### config.mk
export PLATFORM = sky130hd
export DESIGN_NAME = mdio_ctl_master
export DESIGN_NICKNAME = d
export VERILOG_FILES = /design/src/rtl/mdio_pkg.sv /design/src/rtl/mdio_clk_div.sv /design/src/rtl/mdio_frame_seq.sv /design/src/rtl/mdio_path_mux.sv /design/src/rtl/mdio_ctl_master.sv
export SDC_FILE = /design/constraint.sdc
export NUM_CORES = 1
export LEC_CHECK = 0
export BUFFER_PORTS_ARGS = -buffer_cell sky130_fd_sc_hd__buf_2
export CELL_PAD_IN_SITES_DETAIL_PLACEMENT = 1
export CELL_PAD_IN_SITES_GLOBAL_PLACEMENT = 1
export CORE_MARGIN = 2
export CORE_UTILIZATION = 30
export DETAILED_ROUTE_END_ITERATION = 16
export PLACE_DENSITY = 0.65
export SYNTH_ARGS = -nofsm -noshare
export SYNTH_HDL_FRONTEND = slang
export SYNTH_HIERARCHICAL = 1
export SYNTH_SLANG_ARGS = --single-unit
### constraint.sdc
create_clock -name clk -period 1.85 [get_ports clk]
set_input_delay 0.185 -clock clk [delete_from_list [all_inputs] [get_ports clk]]
set_output_delay 0.185 -clock clk [all_outputs]
set_load 0.01 [all_outputs]
### src/rtl/mdio_pkg.sv
package mdio_pkg;
  localparam int FRAME_W  = 64;
  localparam int PRE_W    = 32;
  localparam int TA_POS   = 46;
  localparam int DATA_POS = 48;
  localparam int POS_W    = $clog2(FRAME_W);

  typedef struct packed {
    logic        busy;
    logic        en;
    logic [1:0]  rsv;
    logic        rd;
    logic        sup;
    logic [4:0]  phy;
    logic [4:0]  ra;
    logic [15:0] data;
  } ctrl_t;

  // Full 64-bit frame image, bit 63 leaves first.
  function automatic logic [FRAME_W-1:0] frame_word(input logic rd, input logic [4:0] phy,
                                                    input logic [4:0] ra, input logic [15:0] d);
    logic [1:0] op;
    logic [1:0] ta;
    op = rd ? 2'b10 : 2'b01;
    ta = rd ? 2'b11 : 2'b10;
    return {{PRE_W{1'b1}}, 2'b01, op, phy, ra, ta, rd ? 16'hFFFF : d};
  endfunction

  function automatic logic [POS_W-1:0] first_pos(input logic sup);
    return sup ? POS_W'(PRE_W) : '0;
  endfunction
endpackage

### src/rtl/mdio_clk_div.sv
module mdio_clk_div #(
  parameter int DIV_HALF = 4
) (
  input  logic clk,
  input  logic rst,
  input  logic run,
  output logic mdc,
  output logic rise_tick,
  output logic fall_tick
);
  localparam int CW = (DIV_HALF > 1) ? $clog2(DIV_HALF) : 1;
  localparam logic [CW-1:0] LAST = CW'(DIV_HALF - 1);

  logic [CW-1:0] cnt;
  logic          wrap;

  assign wrap      = run && (cnt == LAST);
  assign rise_tick = wrap && !mdc;
  assign fall_tick = wrap && mdc;

  always_ff @(posedge clk) begin
    if (rst || !run) begin
      cnt <= '0;
      mdc <= 1'b0;
    end else if (wrap) begin
      cnt <= '0;
      mdc <= ~mdc;
    end else begin
      cnt <= cnt + 1'b1;
    end
  end
endmodule

### src/rtl/mdio_frame_seq.sv
module mdio_frame_seq
  import mdio_pkg::*;
(
  input  logic             clk,
  input  logic             rst,
  input  logic             start,
  input  logic             rd,
  input  logic             sup,
  input  logic [4:0]       phy,
  input  logic [4:0]       ra,
  input  logic [15:0]      wdata,
  input  logic             rise_tick,
  input  logic             fall_tick,
  input  logic             mdio_in,
  output logic             busy,
  output logic             done,
  output logic             mdio_out,
  output logic             mdio_oe,
  output logic [15:0]      rdata,
  output logic [POS_W-1:0] bit_pos
);
  logic [FRAME_W-1:0] frame_q;
  logic [POS_W-1:0]   pos_q;
  logic               rd_q;
  logic [15:0]        shift_q;
  logic               last_bit;

  assign last_bit = (pos_q == POS_W'(FRAME_W - 1));
  assign done     = busy && fall_tick && last_bit;
  assign mdio_out = busy ? frame_q[~pos_q] : 1'b0;
  assign mdio_oe  = busy && (!rd_q || (pos_q < POS_W'(TA_POS)));
  assign rdata    = shift_q;
  assign bit_pos  = pos_q;

  always_ff @(posedge clk) begin
    if (rst) begin
      busy    <= 1'b0;
      pos_q   <= '0;
      rd_q    <= 1'b0;
      frame_q <= '0;
      shift_q <= '0;
    end else if (!busy) begin
      if (start) begin
        busy    <= 1'b1;
        pos_q   <= first_pos(sup);
        rd_q    <= rd;
        frame_q <= frame_word(rd, phy, ra, wdata);
      end
    end else begin
      if (rise_tick && rd_q && (pos_q >= POS_W'(DATA_POS)))
        shift_q <= {shift_q[14:0], mdio_in};
      if (fall_tick) begin
        if (last_bit) busy <= 1'b0;
        else          pos_q <= pos_q + 1'b1;
      end
    end
  end
endmodule

### src/rtl/mdio_path_mux.sv
module mdio_path_mux (
  input  logic sel_int,
  input  logic int_mdc,
  input  logic int_out,
  input  logic int_oe,
  input  logic ext_mdc,
  input  logic ext_out,
  input  logic ext_oe,
  input  logic pin_in,
  output logic phy_mdc,
  output logic phy_out,
  output logic phy_oe,
  output logic ext_in
);
  always_comb begin
    if (sel_int) begin
      phy_mdc = int_mdc;
      phy_out = int_out;
      phy_oe  = int_oe;
      ext_in  = 1'b1;
    end else begin
      phy_mdc = ext_mdc;
      phy_out = ext_out;
      phy_oe  = ext_oe;
      ext_in  = pin_in;
    end
  end
endmodule

### src/rtl/mdio_ctl_master.sv
module mdio_ctl_master
  import mdio_pkg::*;
#(
  parameter int DIV_HALF = 4
) (
  input  logic        clk,
  input  logic        rst,
  input  logic        reg_wr,
  input  logic [31:0] reg_wdata,
  output logic [31:0] reg_rdata,
  input  logic        ext_mdc,
  input  logic        ext_mdio_out,
  input  logic        ext_mdio_oe,
  output logic        ext_mdio_in,
  output logic        phy_mdc,
  output logic        phy_mdio_out,
  output logic        phy_mdio_oe,
  input  logic        phy_mdio_in
);
  ctrl_t             wr_word;
  ctrl_t             rd_word;
  logic              en_q;
  logic [1:0]        rsv_q;
  logic              rd_q;
  logic              sup_q;
  logic [4:0]        phy_q;
  logic [4:0]        ra_q;
  logic [15:0]       data_q;

  logic              busy;
  logic              accept;
  logic              start;
  logic              done;
  logic              seq_mdc;
  logic              seq_out;
  logic              seq_oe;
  logic              rise_tick;
  logic              fall_tick;
  logic [15:0]       seq_rdata;
  logic [POS_W-1:0]  bit_pos;

  assign wr_word = ctrl_t'(reg_wdata);
  assign accept  = reg_wr && !busy;
  assign start   = accept && wr_word.busy && wr_word.en;

  always_ff @(posedge clk) begin
    if (rst) begin
      en_q   <= 1'b0;
      rsv_q  <= '0;
      rd_q   <= 1'b0;
      sup_q  <= 1'b0;
      phy_q  <= '0;
      ra_q   <= '0;
      data_q <= '0;
    end else if (accept) begin
      en_q   <= wr_word.en;
      rsv_q  <= wr_word.rsv;
      rd_q   <= wr_word.rd;
      sup_q  <= wr_word.sup;
      phy_q  <= wr_word.phy;
      ra_q   <= wr_word.ra;
      data_q <= wr_word.data;
    end else if (done && rd_q) begin
      data_q <= seq_rdata;
    end
  end

  always_comb begin
    rd_word.busy = busy;
    rd_word.en   = en_q;
    rd_word.rsv  = rsv_q;
    rd_word.rd   = rd_q;
    rd_word.sup  = sup_q;
    rd_word.phy  = phy_q;
    rd_word.ra   = ra_q;
    rd_word.data = data_q;
  end
  assign reg_rdata = rd_word;

  mdio_clk_div #(.DIV_HALF(DIV_HALF)) u_div (
    .clk(clk), .rst(rst), .run(busy),
    .mdc(seq_mdc), .rise_tick(rise_tick), .fall_tick(fall_tick)
  );

  mdio_frame_seq u_seq (
    .clk(clk), .rst(rst), .start(start),
    .rd(wr_word.rd), .sup(wr_word.sup), .phy(wr_word.phy), .ra(wr_word.ra),
    .wdata(wr_word.data), .rise_tick(rise_tick), .fall_tick(fall_tick),
    .mdio_in(phy_mdio_in), .busy(busy), .done(done),
    .mdio_out(seq_out), .mdio_oe(seq_oe), .rdata(seq_rdata), .bit_pos(bit_pos)
  );

  mdio_path_mux u_mux (
    .sel_int(en_q), .int_mdc(seq_mdc), .int_out(seq_out), .int_oe(seq_oe),
    .ext_mdc(ext_mdc), .ext_out(ext_mdio_out), .ext_oe(ext_mdio_oe),
    .pin_in(phy_mdio_in), .phy_mdc(phy_mdc), .phy_out(phy_mdio_out),
    .phy_oe(phy_mdio_oe), .ext_in(ext_mdio_in)
  );
endmodule

==> results.txt, run 1 <==
The flow ran to the end, but the final reports show violations. Entering global routing, the biggest net connects 48 pins. For this run, the number of Yosys warnings is 6. The adder-cell share of the synthesized area came out at 0.657%.

The post-layout utilization of the core is 38.9%. The sequential share of power is 46.6%. The register cell area after layout came out at 1730 µm².

The sink count of the clock tree came out at 86. The clock transition time at the flip-flop clock pins of the worst setup and hold paths came out at 0.06 ns. The dominant synthesized flop cell is sky130_fd_sc_hd__dfxtp_1. The count of pins on the block boundary is 75. The number of diodes is 0. The checks that failed: negative setup slack. The total of buffers placed on input and output ports is 74.

The internal power component came out at about 0.0032 W. The via count of the first global-routing pass came out at ~3600. The fraction of the yosys area taken by sequential cells is 45.2%.

The via count came out at 3483. Yosys instantiated no cell more often than sky130_fd_sc_hd__nand2_1. The count of mapped cells out of synthesis is 459.

The total placed instance area came out at 4410 µm². The worst setup path is captured at a primary output. The overall die height came out at 117 µm. The half-perimeter wire length after placement is 7560 µm. The number of instances in the placed design is 685.

In this run the worst setup path terminates at phy_mdio_out. The total power draw is 0.00425 W. The DRC marker count from the first detailed-route iteration is 105. The data arrival time of the worst path came out at roughly 2.2 ns. The final layout contains routed wiring with a total length of 11100 µm.

The startpoint type of the worst setup path is a register. The leakage power figure came out at 1.81 nW. The global router's overall resource usage came out at 17.1%.

The routed design could run at a clock period as short as 2.37 ns. The most critical setup path has its startpoint at u_seq/bit_pos[0]. The cell accounting for the most synthesized area is sky130_fd_sc_hd__dfxtp_1. The proportion of synthesized area in mux cells is under 10%. The post-synthesis cell area came out at 3810 µm². For the worst setup path, the data required time is between 1.5 and 2 ns. Buffers inserted during clock tree synthesis total 9.

The count of final max-slew check failures is 0. The number of antenna violations at the first check in global routing came out at 0. The total overflow left after global routing is 0. TritonCTS built the clock tree.

The initial utilization of the core area, before any placement, comes to 30.4%. In this run the tightest slew margin relative to its limit is 63.8%. Using the TritonRoute via totals, the vias-per-cell ratio works out to 4.94.

The proportion of netlist area held by the largest area contributor is 45.2%. Across the run, the number of max-cap violations was 0. The die extent in x is 117 µm. By startpoint and endpoint, the worst setup path is classified as register to primary output.

The placeable core region came out at 12500 µm². Summing all non-filler instances in the final layout gives an area of between 4000 and 5000 µm². In this run the register-to-register setup slack is -0.32 ns. In this run the mean area of a mapped cell was 8.30 µm². The number of enable-type register cells in the synthesized netlist came out at 0. By area the synthesized netlist is led by sky130_fd_sc_hd__dfxtp_1 45%, sky130_fd_sc_hd__nand2_1 12%, sky130_fd_sc_hd__nor3_1 7.0%, sky130_fd_sc_hd__a21oi_1 6.0%, sky130_fd_sc_hd__a311oi_2 3.9%.

The wire length of the first global-routing pass came out at 18100 µm. The final layout contains 570 nets. The ratio of cells with drive above 1 in the final layout came out at 29.6%. From synthesis to final layout, the design area changed by 27.7%. In the final routed layout, each cell accounts on average for 15.7 µm.

Setup repair after global routing could not meet its margin everywhere. The later pin in the worst-skew pair is clocked with a latency of 0.34 ns. The min-delay analysis places its worst path in the category input pin to register. The capture point of the worst reg-to-reg path is data_q[11]. The number of different library cells in the post-synthesis netlist is 40. The power per cell area is 873 nW/µm². The cell at the slowest stage of the critical path is sky130_fd_sc_hd__mux4_2. For the worst flop-to-flop path, the logic depth is 10.

Clock tree synthesis selected as its root buffer the cell sky130_fd_sc_hd__clkbuf_16. The number of H-tree levels is 3. The highest fanout seen on the critical path is 6. The worst stage delay on the critical path is about 0.50 ns.

The count of endpoints failing hold in the final timing report came to 0. The count of endpoints failing setup in the final report is 18. In this run the critical register-to-register path is launched from u_seq/bit_pos[0].

Counting instances in the post-synthesis netlist gives the leading cell types as 124 x sky130_fd_sc_hd__nand2_1, 86 x sky130_fd_sc_hd__dfxtp_1, 53 x sky130_fd_sc_hd__nor3_1. The number of remaining DRC errors came out at 0. The final weighted congestion in routability-driven placement is 0.786. The final worst clock skew is 0.00405 ns.

The transition time at the pin with the least slew margin is roughly 0.54 ns. The number of buffers between clock root and the deepest sink came out at 2. Summing all multi-input logic gate instances after layout gives around 2000 µm².

The maximum vdd ir drop came out at ~390 µV. The die outline area is ~14000 µm². The final cell count without fillers came out at 705. The fraction of the cycle the final worst path needs came out at 128%.

The combinational fraction of design power is 11.3%. The main combinational cell family by area after synthesis is simple AND/OR/NAND/NOR gates. The synthesized-area fraction occupied by xor and xnor cells came out at less than 1%.

Prior to clock tree synthesis, the placed netlist has a worst setup slack of -0.254 ns. The area share of and/or/nand/nor cells after synthesis came out at 26.2%. After filler insertion, the fill cell instance count of the layout stands at about 1500. The residual antenna-violating net count after detailed routing is 0. The final worst slack came out at -0.522 ns. The number of storage elements in the synthesis netlist is 86. The analysis attributes to net switching a power of ~0.0010 W. The synthesized netlist devotes 13.8% of its cell area to compound gates. The switching share of total power is between 20% and 30%.

The total nets after synthesis is 500. After floorplanning, the core was divided into 41 placement rows. The critical path goes through mux4_2 > mux2i_1 > o32a_1 > a31oi_4 > mux2_4 > buf_6.

Derived from the worst setup path, the maximum achievable clock frequency is 422 MHz. Of the total power, the clock network draws 42.1%. The first-pass detailed-route iteration total came out at 4. Of all flip-flops after synthesis, the portion carrying an async set or reset was 0%.
==> critical path: cells and delay by family, from the launching register on <==
family,cells,cell delay (ns)
buf+inv,1,0.12
flops,1,0.40
mux,3,0.99
compound gates,2,0.32
==> layout make-up <==
class,count,area share (%)
timing repair buffer,103,14.0
tap,172,4.42
clock inverter,1,0.617
inverter,3,0.231
multi-input combinational,326,39.9
clock buffer,14,5.22
sequential,86,35.5
==> stage by stage <==
step                      setup TNS (ns)  hold WS (ns)
after detailed placement           -2.15         0.424
final                              -4.73        0.0796
after floorplan                   -0.490         0.257
after CTS                          -3.79        0.0666
after global routing               -5.84        0.0982
after global placement             -1.44         0.416
==> worst min path at each step <==
stage | cells past startpoint | to | slack, ns | start
after floorplan | 1 | data_q[15] | 0.26 | rst
after global placement | 1 | u_div/cnt[0] | 0.42 | u_div/cnt[0]
after detailed placement | 1 | u_div/cnt[0] | 0.42 | u_div/cnt[0]
after CTS | 3 | rsv_q[1] | 0.07 | reg_wdata[29]
after global routing | 3 | rsv_q[1] | 0.1 | reg_wdata[29]
final | 3 | rsv_q[1] | 0.08 | reg_wdata[29]
==> cells by family (layout without fill, tap and decap cells) <==
kind of cell             Yosys count  in the layout
AO/OA/AOI/OAI                     75             75
adder cells (fa/ha/maj)            2              2
flip-flops                        86             86
AND/OR/NAND/NOR                  229            229
buffers and inverters             47            121
XOR/XNOR                           4              4
multiplexers                      16             16
==> sequential cells by signal, indices dropped and copies added (netlist names) <==
| name | count |
|---|---|
| u_seq/busy | 1 |
| u_seq/rdata | 16 |
| u_div/mdc | 1 |
| phy_q | 5 |
| rsv_q | 2 |
| ra_q | 5 |
| u_seq/bit_pos | 6 |
| u_div/cnt | 2 |
| en_q | 1 |
| sup_q | 1 |
| data_q | 16 |
| u_seq/frame_q | 29 |
| rd_q | 1 |
==> layout by cell type, fill, tap and decap left out, drive strengths merged <==
cell type	count
a2111oi	1
a211oi	2
a21o	1
a21oi	46
a311oi	16
a31oi	2
and2	1
and3	7
buf	103
bufinv	1
clkbuf	14
dfxtp	86
ha	2
inv	3
mux2	3
mux2i	7
mux4	6
nand2	124
nand2b	3
nand3	4
nor2	25
nor2b	5
nor3	53
nor3b	1
nor4	2
o21a	1
o21ai	4
o32a	1
o41a	1
or2	2
or3	2
xnor2	4
==> per-layer routing <==
metal | part of all wire [%] | global-route usage [%] | routed length, µm | up-vias
met5 | 0 | 0 | 0 | -
met4 | 1.5 | 6.27 | 170 | 0
met3 | 3.1 | 2.28 | 348 | 11
met2 | 47 | 27.5 | 5220 | 58
met1 | 48 | 23.4 | 5310 | 1705
li1 | - | - | - | 1709
==> power by group through the flow <==
stage               sequential [W]  clock, W  combinational [W]
finish                     0.00198   0.00179           0.000478
floorplan                  0.00203         0           0.000260
global placement           0.00202         0           0.000438
global route               0.00199   0.00193           0.000535
detailed placement         0.00202         0           0.000452
CTS                        0.00198   0.00186           0.000484
==> timing repair <==
action                     4_1_cts  5_1_grt
gates resized for setup         20       12
setup endpoints to repair       18       21
pin swaps                        4        8
hold buffers                     0        0
buffers inserted                 2        2
cloned                           1        0
(Power assumes the default switching activity.)
==> run 2, diff against run 1 <==
--- a/config.mk
+++ b/config.mk
@@ -11,7 +11,7 @@
 export CORE_MARGIN = 2
 export CORE_UTILIZATION = 30
 export DETAILED_ROUTE_END_ITERATION = 16
-export PLACE_DENSITY = 0.65
+export PLACE_DENSITY = 0.63
 export SYNTH_ARGS = -nofsm -noshare
 export SYNTH_HDL_FRONTEND = slang
 export SYNTH_HIERARCHICAL = 1
==> constraint.sdc (replaced) <==
create_clock -name clk -period 2.23 [get_ports clk]
set_input_delay 0.223 -clock clk [delete_from_list [all_inputs] [get_ports clk]]
set_output_delay 0.223 -clock clk [all_outputs]
set_load 0.01 [all_outputs]
==> run 2 against run 1 <==
The run still ends with negative setup slack left. Flip-flop and latch count did not move. Die area is the same. Non-clock buffer count decreased by 9. Total power shrank 18%. Via count is 2.8% lower. Clock power fell by 17%. Final area down 4.2%. Setup slack better by 0.42 ns. Final cell count down 1.3%. Clock skew grew 0.00076 ns.
==> results.txt, run 2 (synthesis results as in run 1) <==
The ratio of cells with drive above 1 in the final layout came out at 26.0% (-3.7 points). In the finished design, the share of the clock period the worst path needs comes to 104%. The number of H-tree levels came to 3 (unchanged). The highest fanout seen on the critical path came to 5 (-1).

The via count of the first global-routing pass is 3524 (-1.4%). The detailed-routing wirelength on met1 came to 5360 µm (+0.98%). The total of buffers placed on input and output ports is 74 (unchanged). The number of buffers between clock root and the deepest sink is 2 (unchanged). The total detailed-routing wirelength is 10900 µm (-1.1%). The clock power share came out at 42.2% (about the same). The power per cell area came out at 751 nW/µm² (-14%).

The die outline area was 13600 µm² (unchanged). The final reports fail on negative setup slack. The fmax is between 400 and 500 MHz. The count of endpoints failing setup in the final report came out at 1 (-17). Setup repair after global routing could not meet its margin everywhere. The die extent in x is 117 µm (unchanged).

The residual antenna-violating net count after detailed routing was 0 (unchanged). The combined area of the multi-input logic cells is 1860 µm² (-4.2%). The wire length of the first global-routing pass came out at 17900 µm (-1.4%). Relative to the synthesized area, the layout overhead comes to 22.3%. The flow ran to the end, but the final reports show violations. The amount of wire on met3 after detailed routing came out at 423 µm (+22%). The via density per instance is 4.86 (-1.6%). Traced cell by cell, the critical path runs through buf_6 > mux4_2 > mux2i_1 > o32a_1 > a31oi_1 > mux2_4 > buf_6. The switching power of the nets came out at 0.000844 W (-18%).

The final worst slack was -0.0996 ns (+0.422 ns). The clock transition time at the flip-flop clock pins of the worst setup and hold paths is 0.06 ns (about the same). The register cell area after layout came out at 1720 µm² (-0.22%). The total negative setup slack came out at -0.0996 ns (+4.63 ns).

The placeable core region is 12500 µm² (unchanged). The maximum number of pins on one net before global-route repair came out at 33 (-31%). The data arrival time of the worst path came out at 2.11 ns (-0.08 ns). The first-pass detailed-route iteration total came to 4 (unchanged). The startpoint type of the worst setup path is a register.

In the layout the commonest cells are 124 x sky130_fd_sc_hd__nand2_1, 84 x sky130_fd_sc_hd__dfxtp_1, 73 x sky130_fd_sc_hd__buf_2. The data required time of the worst path came out at 2.01 ns (+0.35 ns). Ranked by flip-flop count, first place goes to u_seq/frame_q.

The number of antenna violations at the first check in global routing is 0 (unchanged). The number of diodes is 0 (unchanged). In this run the worst hold path is classified as input pin to register. The via count came out at 3384 (-2.8%).

The count of endpoints failing hold in the final timing report came out at 0 (unchanged). The net total in the final layout came to 561 (-1.6%). The number of buffers inserted for hold repair after clock tree synthesis is 0 (unchanged). The global router's overall resource usage came to 16.9% (-0.12 points). The switching share of total power came out at 24.1% (-0.16 points).

The category of the critical setup timing path is register to primary output. Among all stages on the critical path, the largest delay is contributed by sky130_fd_sc_hd__mux4_2. The initial standard-cell utilization of the core is 30.4% (unchanged).

The final weighted congestion in routability-driven placement came out at 0.860 (+9.5%). The number of buffer and inverter instances along the worst setup path was 2 (+1). The relative max-transition margin is 56.9% (-6.8 points). The average wire length per cell after detail routing was 15.7 µm (+0.20%). The transition time at the pin with the least slew margin came out at 0.646 ns (+0.102 ns).

The final worst clock skew came to 0.00481 ns (+0.000763 ns). The sequential share of power is 47.0% (+0.4 points). The met2 wire length is 5000 µm (-4.2%). The most numerous cell type found on the critical path is sky130_fd_sc_hd__buf_6. The leakage power figure was 1.74 nW (-3.7%). The cell family contributing the most delay on the critical path is multiplexers. The DRC marker count from the first detailed-route iteration is 121 (+15%). The worst slack on hold paths came out at 0.124 ns (+0.0441 ns).

The sink count of the clock tree was 86 (unchanged). The overall die height came out at 117 µm (unchanged). The maximum vdd ir drop came out at 281 µV (-28%). The flip-flop count of the largest register after layout was 29 (unchanged). The number of remaining DRC errors is 0 (unchanged). The internal power component is 0.00265 W (-17%). The post-layout minimum cycle time is 2.33 ns. Clock tree synthesis selected as its root buffer the cell sky130_fd_sc_hd__clkbuf_16. The later-pin clock latency in the skew report is 0.34 ns (about the same). The total global routing overflow is 0 (unchanged).

Signal routing reaches up to met4. The half-perimeter wire length after placement came out at 7790 µm (+3.1%). The worst stage delay on the critical path was 0.49 ns (about the same).

The max-cap check violation count came out at 0 (unchanged). The placement-stage worst setup slack is 0.0564 ns (+0.310 ns). The library cell used most frequently in the layout, excluding fill and tap cells, is sky130_fd_sc_hd__nand2_1. The worst setup path is captured at a primary output. The count of pins on the block boundary came out at 75 (unchanged).

The filler cell count in the final layout came to 1523 (+0.46%). The combinational fraction of design power came out at 10.7% (-0.6 points). The CTS tree is yes. The number of core rows came out at 41 (unchanged). The count of final max-slew check failures is 0 (unchanged). The clock buffer count from CTS is 9 (unchanged).
run 2: changes by cell type in the layout (fill, tap and decap cells not counted), moves of 2 or more:
cell and change:
sky130_fd_sc_hd__buf_6 -2, sky130_fd_sc_hd__buf_4 -4, sky130_fd_sc_hd__a21oi_2 -2, sky130_fd_sc_hd__buf_12 -2
sky130_fd_sc_hd__a311oi_1 +2, sky130_fd_sc_hd__a21oi_1 +2, sky130_fd_sc_hd__a311oi_2 -2, sky130_fd_sc_hd__and3_4 -2
sky130_fd_sc_hd__and3_1 +2
run 2: path summary, 6_finish.rpt:
kind / startpoint / endpoint / slack, ns / depth (start not counted)
max: u_seq/bit_pos[0] / phy_mdio_out / -0.1 / 7
min: reg_wdata[29] / rsv_q[1] / 0.12 / 3
max reg2reg: u_seq/bit_pos[0] / data_q[3] / 0.05 / 9
min reg2reg: u_div/cnt[0] / u_div/cnt[0] / 0.43 / 1
run 2: repair_timing:
action / 4_1_cts / 5_1_grt
endpoints found under the setup margin: 1 / 13
pin swaps: 2 / 3
resized for setup: 8 / 6
setup buffers: 1 / 0
run 2: worst reg2reg max path: cells and delay by family, from the launching register on:
kind            cells  cell delay (ns)
compound gates      1             0.26
flops               1             0.33
fa+ha+maj           1             0.21
simple gates        4             0.84
buf+inv             3             0.46
run 2: per-stage QoR:
step                instances  total power, W  instance area (µm²)  utilization [%]
finish                    696         0.00350                 4660             37.2
global route              696         0.00366                 4660             37.2
CTS                       696         0.00354                 4630             37.0
detailed placement        680         0.00205                 4330             34.6
global placement          680         0.00204                 4330             34.6
floorplan                 459         0.00190                 3810                -
run 2: routing by layer:
| metal | track usage [%] | vias up |
|---|---|---|
| met5 | 0 | - |
| met3 | 3.22 | 11 |
| met4 | 5.41 | 0 |
| met1 | 23.0 | 1626 |
| met2 | 27.2 | 63 |
| li1 | - | 1684 |
run 2: layout make-up:
class                           count  share of cell area (%)
Timing Repair Buffer               94                    12.1
Multi-Input combinational cell    326                    40.0
Clock buffer                       14                    5.45
Clock inverter                      1                   0.644
Tap cell                          172                    4.62
Sequential cell                    86                    37.0
Inverter                            3                   0.242
run 2: power by group through the flow:
stage / Sequential, W / Combinational, W / Clock (W)
after detailed placement: 0.00168 / 0.000370 / 0
after global placement: 0.00168 / 0.000359 / 0
after floorplan: 0.00168 / 0.000213 / 0
final: 0.00165 / 0.000375 / 0.00148
after CTS: 0.00165 / 0.000375 / 0.00151
after global routing: 0.00166 / 0.000416 / 0.00159
==> run 3, diff against run 2 <==
--- a/config.mk
+++ b/config.mk
@@ -5,13 +5,14 @@
 export SDC_FILE = /design/constraint.sdc
 export NUM_CORES = 1
 export LEC_CHECK = 0
-export BUFFER_PORTS_ARGS = -buffer_cell sky130_fd_sc_hd__buf_2
 export CELL_PAD_IN_SITES_DETAIL_PLACEMENT = 1
 export CELL_PAD_IN_SITES_GLOBAL_PLACEMENT = 1
+export CORE_ASPECT_RATIO = 0.7
 export CORE_MARGIN = 2
 export CORE_UTILIZATION = 30
 export DETAILED_ROUTE_END_ITERATION = 16
-export PLACE_DENSITY = 0.63
+export DONT_BUFFER_PORTS = 1
+export PLACE_DENSITY = 0.56
 export SYNTH_ARGS = -nofsm -noshare
 export SYNTH_HDL_FRONTEND = slang
 export SYNTH_HIERARCHICAL = 1
==> run 3 against run 2 <==
The flow still finishes with violations (negative setup slack). Non-clock buffer count decreased by 71. Final area decreased by 6.3%. Hold slack got worse by 0.11 ns. Combinational power decreased by 30%. Setup slack got worse by 0.0018 ns. Via count decreased by 6.9%. Sequential power about the same. Fmax about the same. Routed wire length decreased by 4.0%. Clock-buffer cell count decreased by 1. Clock skew increased by 0.0016 ns. Critical path type unchanged.
==> results.txt, run 3 (synthesis results as in run 1) <==
The most common cell after layout, fill and taps aside is sky130_fd_sc_hd__nand2_1. The ratio of cells with drive above 1 in the final layout came to 15.5% (-11 points). The transition time at the pin with the least slew margin was 0.532 ns (-0.114 ns).

The depth of the worst register-to-register path is 9 (unchanged). The number of core rows is 34 (-17%). The data arrival time of the worst path came out at 2.11 ns (about the same). The die extent in x came out at 139 µm (+19%). The cell count of the worst hold path came to 2 (-1).

The finished layout cell area was 4370 µm² (-6.3%). The count of pins on the block boundary is 75 (unchanged). The worst setup path is launched from a register.

The worst setup path is captured at a primary output. The total global routing overflow is 0 (unchanged). The relative max-transition margin is 64.6% (+7.6 points).

The final weighted congestion in routability-driven placement came out at 0.786 (-8.6%). The post-layout utilization of the core was 35.2% (-2.1 points). The via count was 3150 (-6.9%). The via density per instance came to 5.12 (+5.3%). The library cells used most frequently in the layout, excluding fill and tap cells, are 124 x sky130_fd_sc_hd__nand2_1, 83 x sky130_fd_sc_hd__dfxtp_1, 53 x sky130_fd_sc_hd__nor3_1. By startpoint and endpoint, the worst setup path is classified as register to primary output.

The number of antenna violations at the first check in global routing is 0 (unchanged). The final worst clock skew came out at 0.00640 ns (+0.00159 ns). The number of instances in the placed design came out at 592 (-13%). The residual antenna-violating net count after detailed routing is 0 (unchanged). The clock transition time at the flip-flop clock pins of the worst setup and hold paths was 0.06 ns (about the same). The number of buffers between clock root and the deepest sink is 2 (unchanged). The later-pin clock latency in the skew report came out at 0.34 ns (about the same).

The die outline area came out at 13600 µm² (+0.11%). Setup repair after global routing could not meet its margin everywhere. The number of diodes came out at 0 (unchanged). The clock buffer count from CTS came out at 9 (unchanged). The total detailed-routing wirelength was 10500 µm (-4.0%). The data required time of the worst path came out at 2.01 ns (about the same). The area growth from synthesis to final layout came out at 14.6%. The fmax is 429 MHz (about the same). The total of buffers placed on input and output ports came to 0 (-100%). The fraction of the cycle the final worst path needs came out at 105% (about the same).

The overall die height came out at 98.3 µm (-16%). The maximum vdd ir drop came to 346 µV (+23%). The number of H-tree levels is 3 (unchanged).

The global router's overall resource usage came out at 16.1% (-0.88 points). The class of the worst hold path is input pin to register. The maximum number of pins on one net before global-route repair is 84 (+150%). The placeable core region is 12400 µm² (-0.76%). The final worst slack is -0.101 ns (-0.00180 ns). The first-pass detailed-route iteration total came to 4 (unchanged). The net total in the final layout came to 490 (-13%).

The flip-flop count of the largest register after layout is 29 (unchanged). The wire length of the first global-routing pass came out at 17400 µm (-2.8%). The total placed instance area was 3890 µm² (-10%). The count of endpoints failing hold in the final timing report is 0 (unchanged). The count of endpoints failing setup in the final report is 1 (unchanged).

The run finished, with violations left. The highest fanout seen on the critical path came out at 7 (+2). The count of final max-slew check failures is 0 (unchanged). The max-cap check violation count is 0 (unchanged).

The power per cell area is 808 nW/µm² (+7.6%). The checks that failed: negative setup slack. The average wire length per cell after detail routing is 17.1 µm (+8.7%). The via count of the first global-routing pass is 3235 (-8.2%). The final cell count without fillers came out at 615 (-12%). The DRC marker count from the first detailed-route iteration was 137 (+13%).

The half-perimeter wire length after placement is 7040 µm (-9.7%). The worst slack on hold paths came to 0.0115 ns (-0.112 ns). The initial standard-cell utilization of the core is 30.7% (+0.23 points). The CTS tree is yes. The register with the most flip-flops in the final layout is u_seq/frame_q. The sink count of the clock tree came out at 86 (unchanged). The post-layout minimum cycle time came out at 2.33 ns (+0.00180 ns).

The leakage power figure is 1.45 nW (-17%). CTS placed an instance of sky130_fd_sc_hd__clkbuf_16 at the clock tree root. The number of remaining DRC errors came out at 0 (unchanged).
[run 3: cell count changes in the layout (fill, tap and decap cells not counted), moves of 2 or more]
cell,change
sky130_fd_sc_hd__buf_12,-2
sky130_fd_sc_hd__buf_2,-73
sky130_fd_sc_hd__clkbuf_1,-4
sky130_fd_sc_hd__clkbuf_8,+3
sky130_fd_sc_hd__dlygate4sd3_1,+4
[run 3: path summary, 6_finish.rpt]
check / from / slack (ns) / to
worst max-delay path: u_seq/bit_pos[0] / -0.10 / phy_mdio_out
worst min-delay path: reg_wdata[19] / 0.01 / ra_q[3]
worst max register to register: u_seq/bit_pos[0] / 0.07 / data_q[8]
worst min register to register: u_div/cnt[0] / 0.43 / u_div/cnt[0]
[run 3: where the power goes]
group	internal, W	total, W	switching (W)
clock network	0.000987	0.00160	0.000614
logic	0.000106	0.000263	0.000158
registers	0.00160	0.00167	0.0000649
total	0.00269	0.00353	0.000836
[run 3: metal layers]
metal	wire (µm)	track usage, %
met1	5310	21.6
met2	4410	24.3
met3	653	6.08
met4	119	4.43
met5	0	0
[run 3: through the flow]
step           power [W]  worst slack [ns]  TNS, ns
4_1_cts          0.00358            -0.128   -0.128
6_report         0.00353            -0.101   -0.101
3_3_place_gp     0.00191             0.157        0
5_1_grt          0.00369            -0.159   -0.159
3_5_place_dp     0.00192            0.0899        0
2_1_floorplan    0.00190             0.219        0
[run 3: final cells by class]
class                   count  area, µm²
fillers                  1459       8060
clock buffers              13        280
flip-flops and latches     86       1730
clock inverters             2       38.8
repair buffers             23        221
inverters                   3       11.3
well taps                 162        203
multi-input cells         326       1880
[run 3: critical path, cell delays in order (launching register included)]
cell,delay (ns)
sky130_fd_sc_hd__dfxtp_4,0.36
sky130_fd_sc_hd__buf_8,0.14
sky130_fd_sc_hd__buf_6,0.11
sky130_fd_sc_hd__mux2i_2,0.14
sky130_fd_sc_hd__and3_1,0.14
sky130_fd_sc_hd__o41a_1,0.46
sky130_fd_sc_hd__a31oi_4,0.23
sky130_fd_sc_hd__mux2_4,0.19
[run 3: what timing repair did]
item | 4_1_cts | 5_1_grt
resized for setup | 10 | 12
gates cloned | 0 | 0
hold endpoints to repair | 83 | 1
buffers inserted | 3 | 0
pin swaps | 3 | 4
setup endpoints to repair | 1 | 11
hold buffers | 4 | 1
